## src/rtl/pwm_pair_pkg.sv

```systemverilog
package pwm_pair_pkg;
  // strobes from the clock front end to the counters
  typedef struct packed {
    logic tickA;      // raw time base tick (every unfrozen cycle)
    logic tickSA;     // scaled time base tick
    logic modeClear;  // join bit changed: clear every counter
  } pwmStrobe_t;
endpackage

```

## src/rtl/pwm_pair_ctrl.sv

```systemverilog
module pwm_pair_ctrl
  import pwm_pair_pkg::*;
#(
  parameter int SCALE_W = 8
) (
  input  logic               clk,
  input  logic               rstN,
  input  logic               concat,
  input  logic               dozeStopEn,
  input  logic               dozeIn,
  input  logic               freezeEn,
  input  logic               debugIn,
  input  logic [SCALE_W-1:0] scale,
  output pwmStrobe_t         strobe
);
  localparam int PS_W = SCALE_W + 1;

  logic [PS_W-1:0] psCnt;
  logic [PS_W-1:0] scaleEff;
  logic [PS_W:0]   limitM1;
  logic            stopNow;
  logic            saNow;
  logic            concatQ;

  always_comb begin
    scaleEff = (scale == '0) ? PS_W'(1 << SCALE_W) : {1'b0, scale};
    limitM1  = {scaleEff, 1'b0} - 1'b1;
    stopNow  = (dozeStopEn & dozeIn) | (freezeEn & debugIn);
    saNow    = !stopNow && ({1'b0, psCnt} >= limitM1);
  end

  always_ff @(posedge clk) begin
    if (!rstN) begin
      psCnt   <= '0;
      concatQ <= 1'b0;
    end else begin
      concatQ <= concat;
      if (saNow)         psCnt <= '0;
      else if (!stopNow) psCnt <= psCnt + 1'b1;
    end
  end

  assign strobe.tickA     = !stopNow;
  assign strobe.tickSA    = saNow;
  assign strobe.modeClear = (concat != concatQ);

  a_r10_r11_frozen_prescaler: assert property (@(posedge clk) disable iff (!rstN)
    stopNow |=> $stable(psCnt));
  a_r7_scaled_restart: assert property (@(posedge clk) disable iff (!rstN)
    strobe.tickSA |=> (psCnt == '0));
  a_r7_scaled_needs_raw: assert property (@(posedge clk) disable iff (!rstN)
    strobe.tickSA |-> strobe.tickA);
endmodule

```

## src/rtl/pwm_pair_chan.sv

```systemverilog
module pwm_pair_chan #(
  parameter int W = 8
) (
  input  logic         clk,
  input  logic         rstN,
  input  logic         en,
  input  logic         tick,
  input  logic         clear,
  input  logic         center,
  input  logic         pol,
  input  logic [W-1:0] per,
  input  logic [W-1:0] duty,
  output logic [W-1:0] cnt,
  output logic         wave
);
  logic [W-1:0] perS;
  logic [W-1:0] dutyS;
  logic         up;
  logic [W:0]   cntP1;
  logic         active;

  assign cntP1  = {1'b0, cnt} + 1'b1;
  assign active = (dutyS >= perS) || (cnt < dutyS);
  assign wave   = en ? (active ? pol : ~pol) : ~pol;

  always_ff @(posedge clk) begin
    if (!rstN) begin
      cnt   <= '0;
      up    <= 1'b1;
      perS  <= '0;
      dutyS <= '0;
    end else if (clear || !en) begin
      cnt   <= '0;
      up    <= 1'b1;
      perS  <= per;
      dutyS <= duty;
    end else if (tick) begin
      if (!center) begin
        up <= 1'b1;
        if (cntP1 >= {1'b0, perS}) begin
          cnt   <= '0;
          perS  <= per;
          dutyS <= duty;
        end else begin
          cnt <= cnt + 1'b1;
        end
      end else if (up) begin
        if (cnt >= perS) begin
          if (cnt <= W'(1)) begin
            cnt   <= '0;
            perS  <= per;
            dutyS <= duty;
          end else begin
            cnt <= cnt - 1'b1;
            up  <= 1'b0;
          end
        end else begin
          cnt <= cnt + 1'b1;
        end
      end else begin
        cnt <= cnt - 1'b1;
        if (cnt == W'(1)) begin
          up    <= 1'b1;
          perS  <= per;
          dutyS <= duty;
        end
      end
    end
  end

  a_r6_shadow_hold: assert property (@(posedge clk) disable iff (!rstN)
    (en && !tick && !clear) |=> ($stable(perS) && $stable(dutyS)));
  a_r2_center_ceiling: assert property (@(posedge clk) disable iff (!rstN)
    (en && center) |-> (cnt <= perS));
  a_r5_idle_count: assert property (@(posedge clk) disable iff (!rstN)
    !en |=> (cnt == '0));
endmodule

```

## src/rtl/pwm_pair_dp.sv

```systemverilog
module pwm_pair_dp
  import pwm_pair_pkg::*;
#(
  parameter int CH_W = 8
) (
  input  logic            clk,
  input  logic            rstN,
  input  pwmStrobe_t      strobe,
  input  logic            concat,
  input  logic [1:0]      enable,
  input  logic [1:0]      clkSel,
  input  logic [1:0]      polarity,
  input  logic [1:0]      centerAlign,
  input  logic [CH_W-1:0] period0,
  input  logic [CH_W-1:0] period1,
  input  logic [CH_W-1:0] duty0,
  input  logic [CH_W-1:0] duty1,
  output logic [1:0]      pwmOut
);
  localparam int WIDE_W = 2 * CH_W;

  logic [CH_W-1:0]   perN [2];
  logic [CH_W-1:0]   dutyN[2];
  logic [CH_W-1:0]   cntN [2];
  logic [1:0]        waveN;
  logic [WIDE_W-1:0] cntW;
  logic              waveW;

  assign perN[0]  = period0;
  assign perN[1]  = period1;
  assign dutyN[0] = duty0;
  assign dutyN[1] = duty1;

  for (genvar i = 0; i < 2; i++) begin : g_narrow
    pwm_pair_chan #(.W(CH_W)) chan_i (
      .clk   (clk),
      .rstN  (rstN),
      .en    (enable[i] & ~concat),
      .tick  (clkSel[i] ? strobe.tickSA : strobe.tickA),
      .clear (strobe.modeClear),
      .center(centerAlign[i]),
      .pol   (polarity[i]),
      .per   (perN[i]),
      .duty  (dutyN[i]),
      .cnt   (cntN[i]),
      .wave  (waveN[i])
    );
  end

  pwm_pair_chan #(.W(WIDE_W)) wide_i (
    .clk   (clk),
    .rstN  (rstN),
    .en    (enable[1] & concat),
    .tick  (clkSel[1] ? strobe.tickSA : strobe.tickA),
    .clear (strobe.modeClear),
    .center(centerAlign[1]),
    .pol   (polarity[1]),
    .per   ({period0, period1}),
    .duty  ({duty0, duty1}),
    .cnt   (cntW),
    .wave  (waveW)
  );

  assign pwmOut[0] = concat ? 1'b0 : waveN[0];
  assign pwmOut[1] = concat ? waveW : waveN[1];

  a_r9_mode_clear: assert property (@(posedge clk) disable iff (!rstN)
    strobe.modeClear |=> ((cntW == '0) && (cntN[0] == '0) && (cntN[1] == '0)));
  a_r8_even_quiet: assert property (@(posedge clk) disable iff (!rstN)
    concat |-> (pwmOut[0] == 1'b0));
endmodule

```

## src/rtl/pwm_pair_top.sv

```systemverilog
module pwm_pair_top
  import pwm_pair_pkg::*;
#(
  parameter int CH_W    = 8,
  parameter int SCALE_W = 8
) (
  input  logic               clk,
  input  logic               rstN,
  input  logic               concat,
  input  logic               dozeStopEn,
  input  logic               dozeIn,
  input  logic               freezeEn,
  input  logic               debugIn,
  input  logic [SCALE_W-1:0] scale,
  input  logic [1:0]         enable,
  input  logic [1:0]         clkSel,
  input  logic [1:0]         polarity,
  input  logic [1:0]         centerAlign,
  input  logic [CH_W-1:0]    period0,
  input  logic [CH_W-1:0]    period1,
  input  logic [CH_W-1:0]    duty0,
  input  logic [CH_W-1:0]    duty1,
  output logic [1:0]         pwmOut
);
  pwmStrobe_t strobe;

  pwm_pair_ctrl #(.SCALE_W(SCALE_W)) ctrl_i (
    .clk       (clk),
    .rstN      (rstN),
    .concat    (concat),
    .dozeStopEn(dozeStopEn),
    .dozeIn    (dozeIn),
    .freezeEn  (freezeEn),
    .debugIn   (debugIn),
    .scale     (scale),
    .strobe    (strobe)
  );

  pwm_pair_dp #(.CH_W(CH_W)) dp_i (
    .clk        (clk),
    .rstN       (rstN),
    .strobe     (strobe),
    .concat     (concat),
    .enable     (enable),
    .clkSel     (clkSel),
    .polarity   (polarity),
    .centerAlign(centerAlign),
    .period0    (period0),
    .period1    (period1),
    .duty0      (duty0),
    .duty1      (duty1),
    .pwmOut     (pwmOut)
  );
endmodule

```

## config.mk

```make
export PLATFORM = sky130hd
export DESIGN_NAME = pwm_pair_top
export DESIGN_NICKNAME = d
export VERILOG_FILES = /design/src/rtl/pwm_pair_pkg.sv /design/src/rtl/pwm_pair_ctrl.sv /design/src/rtl/pwm_pair_chan.sv /design/src/rtl/pwm_pair_dp.sv /design/src/rtl/pwm_pair_top.sv
export SDC_FILE = /design/constraint.sdc
export NUM_CORES = 1
export LEC_CHECK = 0
export ABC_AREA = 1
export BUFFER_PORTS_ARGS = -buffer_cell sky130_fd_sc_hd__buf_4
export CORE_ASPECT_RATIO = 0.6
export CORE_MARGIN = 2
export CORE_UTILIZATION = 55
export CTS_CLUSTER_DIAMETER = 40
export DETAILED_ROUTE_END_ITERATION = 7
export PLACE_DENSITY = 0.73
export SLEW_MARGIN = 20
export SYNTH_ARGS = -nofsm -noshare
export SYNTH_HDL_FRONTEND = slang
export SYNTH_SLANG_ARGS = --single-unit
```

## constraint.sdc

```tcl
create_clock -name clk -period 4 [get_ports clk]
set_input_delay 0.8 -clock clk [delete_from_list [all_inputs] [get_ports clk]]
set_output_delay 0.8 -clock clk [all_outputs]
set_load 0.03 [all_outputs]
```

==> reports/results.tsv <==
stage	metric	value	unit
yosys	synth warn	0	
clock_tree	later-pin clock latency in the skew report	380	ps
yosys	Seq/Total Area, Yosys	21.5	%
die	io pins	57	
outcome	outcome	finished clean	
yosys	Mapped Cells	1486	
power_and_ir_drop	combinational power share	27.9	%
route	routed vias/inst	5.39	
timing	Slew HR	52.9	%
clock_tree	H-tree Lvls	3	
power_and_ir_drop	Flop pwr share	40.6	%
route	initial DRC count	959	
timing	Tmin final	3730	ps
power_and_ir_drop	Int Pwr	0.00191	W
job	max-cap violations	0	
grt	global route overflow	0	
route	ANT nets after route	0	
critical_path	CP Max Fanout	10	
cells_and_area	Final nets	1738	
die	Initial Util	56.1	%
yosys	dominant cells by area after synthesis	dfxtp_1 22%, ha_1 18%, nand2_1 11%	
grt	number of global-route vias before repair	8601	
timing	tightest hold margin	493	ps
timing	Worst Setup Slack, final	265	ps
timing	final setup violation count	0	
die	row cnt	38	
placed_design	half-perimeter wire length after placement	20600	um
placed_design	DP Worst Slack	-213	ps
cells_and_area	commonest non-fill, non-tap cell in the layout	nand2_1	
route	DRT Pass-1 Iters	5	
timing	final hold vios	0	
power_and_ir_drop	clock share of power	31.5	%
timing	slew of the pin with the lowest slew margin	706	ps
clock_tree	CTS Root Cell	clkbuf_16	
placed_design	dpl cells	1758	
critical_path	CP Data Arrival Time	3990	ps
power_and_ir_drop	Leakage	5.91	nW
yosys	area of the mapped netlist	10100	um^2
cells_and_area	# diodes	0	
die	core box area	18100	um^2
cells_and_area	layout cells sized above 1	12.6	%
clock_tree	Max Root-Sink Buffers	2	
critical_path	kind of critical path	primary input to register	
yosys	post-synthesis cell type count	51	
timing	fmax	0.268	GHz
clock_tree	Sink Count	109	
route	vias post-DR	9615	
power_and_ir_drop	switching pwr	0.00106	W
clock_tree	CTS clock-pin slew for the worst setup and hold paths	80	ps
die	Die Area	19600	um^2
power_and_ir_drop	worst vdd ir	0.000208	V
die	Die H	109	um
grt	GRT Util Overall	27.8	%
clock_tree	Post-CTS Hold Fix Bufs	0	
route	DRC violations left	0	
clock_tree	CTS buffer count	9	
worst_hold_path	Hold WC Path Type	register to register	
die	die span in x	179	um
cells_and_area	commonest cells after routing, fill and taps aside	287 x nand2_1, 224 x inv_1, 174 x nor2_1	
yosys	Mapped Nets	1685	
grt	largest net degree at the start of global routing	67	
timing	Clock Skews	15.8	ps
route	wire per inst	14.9	um
placed_design	GP Congestion	0.939	
grt	first-pass GRT wire length	43300	um
grt	initial antenna violation count	0	
critical_path	Startpoint Class	primary input	
placed_design	IO buf count	56	
power_and_ir_drop	Sw Share	35.7	%
route	DRT Wirelength	26600	um
yosys	largest area contributor in the netlist	dfxtp_1	
cells_and_area	Layout area overhead	10.4	%
critical_path	data required time of the critical path	4260	ps
cells_and_area	fin cells	1784	
power_and_ir_drop	Pwr Density	265	nW/um^2
clock_tree	CTS tree	done	
yosys	Mean Syn Cell Area	6.82	um^2
yosys	Yosys top cell area share	21.5	%
yosys	number of synthesized register bits	109	
timing	Tcrit/Tclk final	93.4	%
critical_path	Worst setup EP type	register	
timing	Max Slew Vio Count	0	
## critical path: stages
cell and delay, ps:
buf_4 120, inv_1 50, ha_1 170, nand2_1 120, nor3_2 190, nand2_1 90, o21ai_0 80, nand2_1 100
nor2_1 130, nand2_1 120, nor3_2 190, xor2_1 170, inv_1 60, ha_1 280, and3_1 190, nand3b_1 100
nand3_1 110, nand2_2 90, nand2_2 120, buf_6 170, clkinvlp_4 160, buf_2 200, a21oi_1 120, a21oi_1 90
## kinds of logic after synthesis
kind of cell / Yosys count / share of synthesized area (%)
AO/OA/AOI/OAI: 237 / 13.7
XOR/XNOR: 59 / 5.10
adder cells (fa/ha/maj): 144 / 17.8
buffers and inverters: 278 / 12.1
flip-flops: 109 / 21.5
AND/OR/NAND/NOR: 659 / 29.8
## metal layers
metal	GRT usage, %	part of all wire [%]	vias up
li1	-	-	4948
met1	43.5	52	4339
met2	39.5	39	313
met3	4.92	8.2	15
met4	4.90	0.77	0
met5	0	0	-
## stage by stage
step | cell area, um^2 | total power, W | util (%) | TNS, ps
final | 11200 | 0.00297 | 61.9 | 0
after global routing | 11200 | 0.00314 | 61.9 | -917
after CTS | 11000 | 0.00295 | 61.1 | 0
after detailed placement | 10800 | 0.00202 | 59.5 | -6350
after global placement | 10800 | 0.00200 | 59.5 | -44.2
after floorplan | 10100 | 0.00179 | - | 0
## state kept, by name (all words and copies together), names as in the netlist
signal                      count
dp_i.wide_i.perS               16
ctrl_i.psCnt                    9
dp_i.wide_i.cnt                16
dp_i.g_narrow.chan_i.perS      16
ctrl_i.concatQ                  1
dp_i.g_narrow.chan_i.up         2
dp_i.wide_i.up                  1
dp_i.g_narrow.chan_i.dutyS     16
dp_i.g_narrow.chan_i.cnt       16
dp_i.wide_i.dutyS              16
## worst paths after layout
check | start | to | slack (ps) | cells after the start
worst max-delay path | scale[0] | dp_i.g_narrow[1].chan_i.cnt[3]$_SDFFE_PP0P_ | 270 | 24
worst max register to register | dp_i.wide_i.cnt[2]$_SDFFE_PP0P_ | dp_i.wide_i.dutyS[3]$_SDFFE_PN0P_ | 480 | 16
worst min-delay path | dp_i.wide_i.dutyS[0]$_SDFFE_PN0P_ | dp_i.wide_i.dutyS[0]$_SDFFE_PN0P_ | 490 | 2
worst min register to register | dp_i.wide_i.dutyS[0]$_SDFFE_PN0P_ | dp_i.wide_i.dutyS[0]$_SDFFE_PN0P_ | 490 | 2
## synthesized netlist by cell type, drive strengths merged
library cell	count
o21ai	75
o221ai	1
o21a	2
xor2	53
ha	144
nor3b	2
buf	35
nand3	83
and3	2
nand4	47
a31oi	2
nor2	185
nor3	31
a21oi	139
nand2	295
and2	1
inv	230
or2	2
a21o	4
clkbuf	12
clkinv	1
xnor2	6
a21boi	3
o2111ai	1
o21bai	2
dfxtp	109
o211ai	6
nor4	4
a211oi	2
nand3b	7
## cell type report
type                       instances  area, um^2
fill                            1706        6880
tap                              240         300
inverter                         231         871
clock inverter                     7        62.6
timing repair buffer              88         788
sequential                       109        2180
multi-input combinational       1100        6760
clock buffer                       9         225
## power groups by stage
stage	registers (W)	logic, W	clock network, W
after CTS	0.00121	0.000800	0.000942
after global routing	0.00121	0.000944	0.000984
final	0.00121	0.000829	0.000935
after floorplan	0.00121	0.000581	0
after global placement	0.00123	0.000772	0
after detailed placement	0.00123	0.000792	0
## what timing repair did
action,4_1_cts,5_1_grt
buffers inserted,0,7
setup endpoints to repair,0,75
resized for setup,0,9
Power figures use the tool's default switching activity.
